`src/rtl/tpv_pkg.sv`:
```
package tpv_pkg;

    localparam int NUM_WAYS   = 4;
    localparam int NUM_BANKS  = 2;
    localparam int BANK_WAYS  = NUM_WAYS / NUM_BANKS;

    // A way number split into the bank it lives in and its slot in that bank.
    typedef struct packed {
        logic bank;
        logic slot;
    } way_sel_t;

    // Write request for one bank's recency bit.
    typedef struct packed {
        logic en;
        logic val;
    } bank_wr_t;

    // Slot choice within one bank: empty ways first, then the older way.
    function automatic logic pick_slot(input logic vld_lo, input logic vld_hi,
                                       input logic older);
        logic s;
        if (!vld_lo)      s = 1'b0;
        else if (!vld_hi) s = 1'b1;
        else              s = older;
        return s;
    endfunction

endpackage

```
`src/rtl/tpv_victim_pick.sv`:
```
module tpv_victim_pick
    import tpv_pkg::*;
(
    input  logic                 bank_sel,
    input  logic [NUM_WAYS-1:0]  way_valid,
    input  logic [NUM_BANKS-1:0] lru_bits,
    output way_sel_t             victim
);

    logic [NUM_BANKS-1:0] cand_slot;

    for (genvar b = 0; b < NUM_BANKS; b++) begin : g_bank
        always_comb begin
            cand_slot[b] = pick_slot(way_valid[b*BANK_WAYS],
                                     way_valid[b*BANK_WAYS+1],
                                     lru_bits[b]);
        end
    end

    always_comb begin
        victim.bank = bank_sel;
        victim.slot = cand_slot[bank_sel];
    end

endmodule

```
`src/rtl/tpv_update_ctl.sv`:
```
module tpv_update_ctl
    import tpv_pkg::*;
(
    input  logic                 access,
    input  logic                 hit,
    input  way_sel_t             hit_way,
    input  logic                 fill,
    input  way_sel_t             victim,
    output bank_wr_t [NUM_BANKS-1:0] wr
);

    for (genvar b = 0; b < NUM_BANKS; b++) begin : g_bank
        logic hit_here;
        logic fill_here;
        always_comb begin
            hit_here  = access && hit && (hit_way.bank == 1'(b));
            fill_here = fill && (victim.bank == 1'(b));
            wr[b].en  = hit_here || fill_here;
            // The fill result wins when both touch this bank.
            wr[b].val = fill_here ? ~victim.slot : ~hit_way.slot;
        end
    end

endmodule

```
`src/rtl/tpv_lru_store.sv`:
```
module tpv_lru_store
    import tpv_pkg::*;
#(
    parameter int NUM_SETS = 64,
    localparam int SET_W   = (NUM_SETS > 1) ? $clog2(NUM_SETS) : 1
) (
    input  logic                          clk,
    input  logic                          rst,
    input  logic [SET_W-1:0]              set_idx,
    input  bank_wr_t [NUM_BANKS-1:0]      wr,
    output logic [NUM_BANKS-1:0]          rd_bits,
    output logic [NUM_SETS*NUM_BANKS-1:0] state_flat
);

    logic [NUM_BANKS-1:0] st [NUM_SETS];

    for (genvar s = 0; s < NUM_SETS; s++) begin : g_set
        logic sel;
        assign sel = (set_idx == SET_W'(s));
        for (genvar b = 0; b < NUM_BANKS; b++) begin : g_bank
            always_ff @(posedge clk) begin
                if (rst)
                    st[s][b] <= 1'b0;
                else if (sel && wr[b].en)
                    st[s][b] <= wr[b].val;
            end
        end
        assign state_flat[s*NUM_BANKS +: NUM_BANKS] = st[s];
    end

    always_comb begin
        rd_bits = '0;
        for (int s = 0; s < NUM_SETS; s++)
            if (set_idx == SET_W'(s))
                rd_bits = st[s];
    end

endmodule

```
`src/rtl/tpv_victim_sel.sv`:
```
module tpv_victim_sel
    import tpv_pkg::*;
#(
    parameter int NUM_SETS = 64,
    parameter int TID_W    = 3,
    localparam int SET_W   = (NUM_SETS > 1) ? $clog2(NUM_SETS) : 1
) (
    input  logic                 clk,
    input  logic                 rst,
    input  logic [SET_W-1:0]     set_idx,
    input  logic                 access,
    input  logic                 hit,
    input  logic [1:0]           hit_way,
    input  logic [TID_W-1:0]     thread_id,
    input  logic [NUM_WAYS-1:0]  way_valid,
    input  logic                 fill,
    output logic [1:0]           victim_way,
    output logic [NUM_BANKS-1:0] lru_bits
);

    logic                          bank_sel;
    logic                          unused_tid_hi;
    way_sel_t                      victim;
    way_sel_t                      hit_sel;
    bank_wr_t [NUM_BANKS-1:0]      wr;
    logic [NUM_SETS*NUM_BANKS-1:0] lru_state_flat;

    assign bank_sel      = thread_id[0];
    assign unused_tid_hi = ^thread_id[TID_W-1:1];
    assign hit_sel       = way_sel_t'(hit_way);

    tpv_lru_store #(.NUM_SETS(NUM_SETS)) u_store (
        .clk        (clk),
        .rst        (rst),
        .set_idx    (set_idx),
        .wr         (wr),
        .rd_bits    (lru_bits),
        .state_flat (lru_state_flat)
    );

    tpv_victim_pick u_pick (
        .bank_sel  (bank_sel),
        .way_valid (way_valid),
        .lru_bits  (lru_bits),
        .victim    (victim)
    );

    tpv_update_ctl u_upd (
        .access  (access),
        .hit     (hit),
        .hit_way (hit_sel),
        .fill    (fill),
        .victim  (victim),
        .wr      (wr)
    );

    assign victim_way = victim;

endmodule

```
`config.mk`:
```
export PLATFORM = sky130hd
export DESIGN_NAME = tpv_victim_sel
export DESIGN_NICKNAME = d
export VERILOG_FILES = /design/src/rtl/tpv_pkg.sv /design/src/rtl/tpv_victim_pick.sv /design/src/rtl/tpv_update_ctl.sv /design/src/rtl/tpv_lru_store.sv /design/src/rtl/tpv_victim_sel.sv
export SDC_FILE = /design/constraint.sdc
export NUM_CORES = 1
export LEC_CHECK = 0
export ABC_CLOCK_PERIOD_IN_PS = 7300
export BUFFER_PORTS_ARGS = -buffer_cell sky130_fd_sc_hd__buf_2
export CORE_UTILIZATION = 45
export CTS_BUF_LIST = sky130_fd_sc_hd__clkbuf_16
export DETAILED_ROUTE_END_ITERATION = 10
export PLACE_DENSITY = 0.69
export SLEW_MARGIN = 15
export SYNTH_ARGS = -nofsm -noshare
export SYNTH_HDL_FRONTEND = slang
export SYNTH_HIERARCHICAL = 1
export SYNTH_SLANG_ARGS = --single-unit
```
`constraint.sdc`:
```
create_clock -name clk -period 7.3 [get_ports clk]
set_input_delay 0.73 -clock clk [delete_from_list [all_inputs] [get_ports clk]]
set_output_delay 0.73 -clock clk [all_outputs]
set_load 0.1 [all_outputs]
```
==> run summary <==
nets -> 833
Fin. Hold Viols -> 0
Final Max Slew Viols -> 0
area grow syn2layout -> 9.95%
Pre-antenna DRT Iters -> 8
number of hold buffers added after cts -> 0
Die Height -> 135 um
RSZ-0062 raised after global routing -> no
first-pass GRT wire length -> 37,500 um
Synth Flop Type -> edfxtp_1
worst vdd ir -> 0.165 mV
Non-Filler Instances -> 1,051
Comb power frac -> 12.5%
CTS Sinks -> 128
post-route antenna net violation count -> 0
WHS Path Cells -> 4
Initial Util -> 46.0%
grt total ovfl -> 0
crit-path max cell delay -> 860 ps
Worst path slowest cell -> nor4b_1
Placer Congestion -> 0.869
CTS tree -> built
Root Buffer -> clkbuf_16
Die W -> 135 um
# IOs -> 24
critical path cell sequence -> buf_2, buf_4, nor4b_1, nand2_1, o221ai_1, a31oi_1, o21ai_0, a311oi_1, nor2b_1, o32ai_2, mux2i_1, nand3b_1, or3_1, nor2_1
H-tree depth -> 4
DIE AREA -> 18,200 um2
max FFs per register -> 128
# diodes -> 0
largest net degree at the start of global routing -> 81
DRT Wirelength -> 24,100 um
Peak Freq -> 186 MHz
later-pin clock latency in the skew report -> 430 ps
Async SR Flop Fraction -> 0%
placed instance count -> 1,019
leak pwr -> 0.00328 uW
synthesized net count -> 859
clock share of power -> 45.1%
Sw Share -> 25.3%
worst path required time -> 7570 ps
CP Max Fanout -> 38
Via-to-Cell Ratio -> 6.54
max_cap viols -> 0
largest register by flop count -> u_store/st
clk buf depth -> 2
CP Capture Type -> flop
Seq/Total Area, Yosys -> 48.4%
initial antenna violation count -> 0
Syn. warnings -> 6
Post-CTS Setup Inserts -> 0
kind of critical path -> in2reg
Post-Syn Area -> 7930 um2
Setup violations, final -> 0
Final Util -> 50.6%
r2r setup slk -> 2980 ps
Reg clk slew, reported paths -> 60 ps
final clock skew -> 6.19 ps
Synth Instances -> 839
Overall Power -> 2030 uW
Worst slew margin -> 32.2%
row cnt -> 48
Num CTS Buffers -> 17
Design Area, Final -> 8720 um2
WP data arrival -> 5660 ps
status -> completed
Final Cycle Share -> 73.8%
detailed placer's ending HPWL -> 15,500 um
Post-CTS Resized -> 0
Flop pwr share -> 42.4%
number of distinct library cells after synthesis -> 71
Core Area -> 17,200 um2
average size of a mapped cell -> 9.46 um2
share of post-route cells with drive strength above 1 -> 13.4%
DP Area -> 8100 um2
startpoint types -> primary input
Regs by FF count -> u_store/st x128
R2R cell count -> 12
Worst Tran Pin Value -> 1010 ps
total negative setup slack -> 0 ps
Post-synth EDFFs -> 128
drt initial violations -> 929
average wire per standard cell -> 22.9 um
vias -> 6,878
Int Power -> 1510 uW
flops & latches, synth -> 128
vias in the first global route -> 6,538
switching pwr -> 513 uW
min Tclk post-route -> 5390 ps
GRT Overall Usage -> 27.8%
DRC Markers -> 0
PD cells -> 232 nW/um2
I/O Buffers -> 21
min-delay worst type -> in2reg
==> path summary, 6_finish.rpt <==
check	to	startpoint
worst max-delay path	u_store/st[0][47]	set_idx[1]
worst min-delay path	u_store/st[0][50]	set_idx[5]
worst max register to register	u_store/st[0][26]	u_store/st[0][57]
worst min register to register	u_store/st[1][8]	u_store/st[1][62]
==> area by class of cell <==
class,instances,area [um2]
Timing Repair Buffer,47,303
Sequential cell,128,3840
Fill cell,1582,8510
Clock buffer,17,425
Multi-Input combinational cell,615,3650
Inverter,4,15.0
Clock inverter,15,200
Tap cell,225,282
==> cell usage after synthesis (all sizes together) (3+ instances only) <==
master,instances,share of area [%]
edfxtp,128,48
a22oi,6,0.57
a221oi,5,0.63
a31o,15,1.7
clkbuf,52,2.5
o21ai,19,1.2
buf,40,3.2
or4,3,0.28
or2,3,0.24
nand3,18,1.1
o21bai,9,0.85
o32ai,3,0.43
inv,4,0.19
a21o,109,10
a31oi,3,0.24
nor3,48,3.0
nor4b,4,0.63
a211oi,5,0.47
a22o,8,0.88
nor2b,13,1.0
o211ai,4,0.38
or4b,3,0.38
nand2,65,3.1
a2111oi,3,0.35
mux2i,8,1.0
o22ai,12,0.95
nor4,4,0.32
a21oi,22,1.4
nor4bb,3,0.46
nor2,167,8.1
nand2b,11,1.1
a211o,3,0.33
==> kinds of logic after synthesis <==
kind of cell / after synthesis / synth area share (%)
buffers and inverters: 96 / 5.80
DFF: 128 / 48.4
AOI/OAI and AO/OA: 247 / 23.0
and+or+nand+nor: 358 / 21.5
muxes: 10 / 1.29
==> stage by stage <==
stage,worst slack [ps],hold slack [ps]
floorplan,516,1040
global placement,1720,1390
detailed placement,1660,1380
CTS,2120,944
global route,1650,986
finish,1910,967
==> power by group through the flow <==
stage,clock (uW),sequential (uW),combinational [uW]
after detailed placement,0,874,249
after floorplan,0,868,184
after global placement,0,873,246
after global routing,956,863,269
final,913,860,254
after CTS,923,859,249
==> cells in the final DEF, fill, tap and decap left out, types with 5 or more instances in the layout <==
master / Yosys / final
edfxtp_1: 128 / 128
a211oi_1: 5 / 5
buf_2: 20 / 20
clkbuf_16: 0 / 17
buf_4: 10 / 27
nor2_1: 162 / 161
nor3_1: 48 / 48
nand2_1: 63 / 62
o22ai_1: 12 / 12
o21ai_0: 17 / 16
a22o_1: 8 / 8
a31o_2: 15 / 15
bufinv_16: 0 / 5
nand3_1: 18 / 18
nand2b_1: 9 / 9
a21oi_1: 22 / 22
nor2b_1: 13 / 12
o21bai_1: 9 / 9
nor2_2: 4 / 5
inv_1: 4 / 6
mux2i_1: 8 / 8
a21o_1: 109 / 109
a22oi_1: 6 / 6
==> worst max-delay path, delay by kind of cell <==
family,cells,cell delay [ps]
buffers and inverters,2,700
AND/OR/NAND/NOR,6,2830
AO/OA/AOI/OAI,5,1220
multiplexers,1,140
==> routing by layer <==
| layer | GRT usage (%) | wire length [um] | vias to the layer above |
|---|---|---|---|
| li1 | - | - | 3039 |
| met1 | 37.9 | 9770 | 3369 |
| met2 | 41.5 | 10800 | 411 |
| met3 | 8.30 | 2780 | 59 |
| met4 | 10.3 | 724 | 0 |
| met5 | 0 | 0 | - |
(Power assumes the default switching activity.)
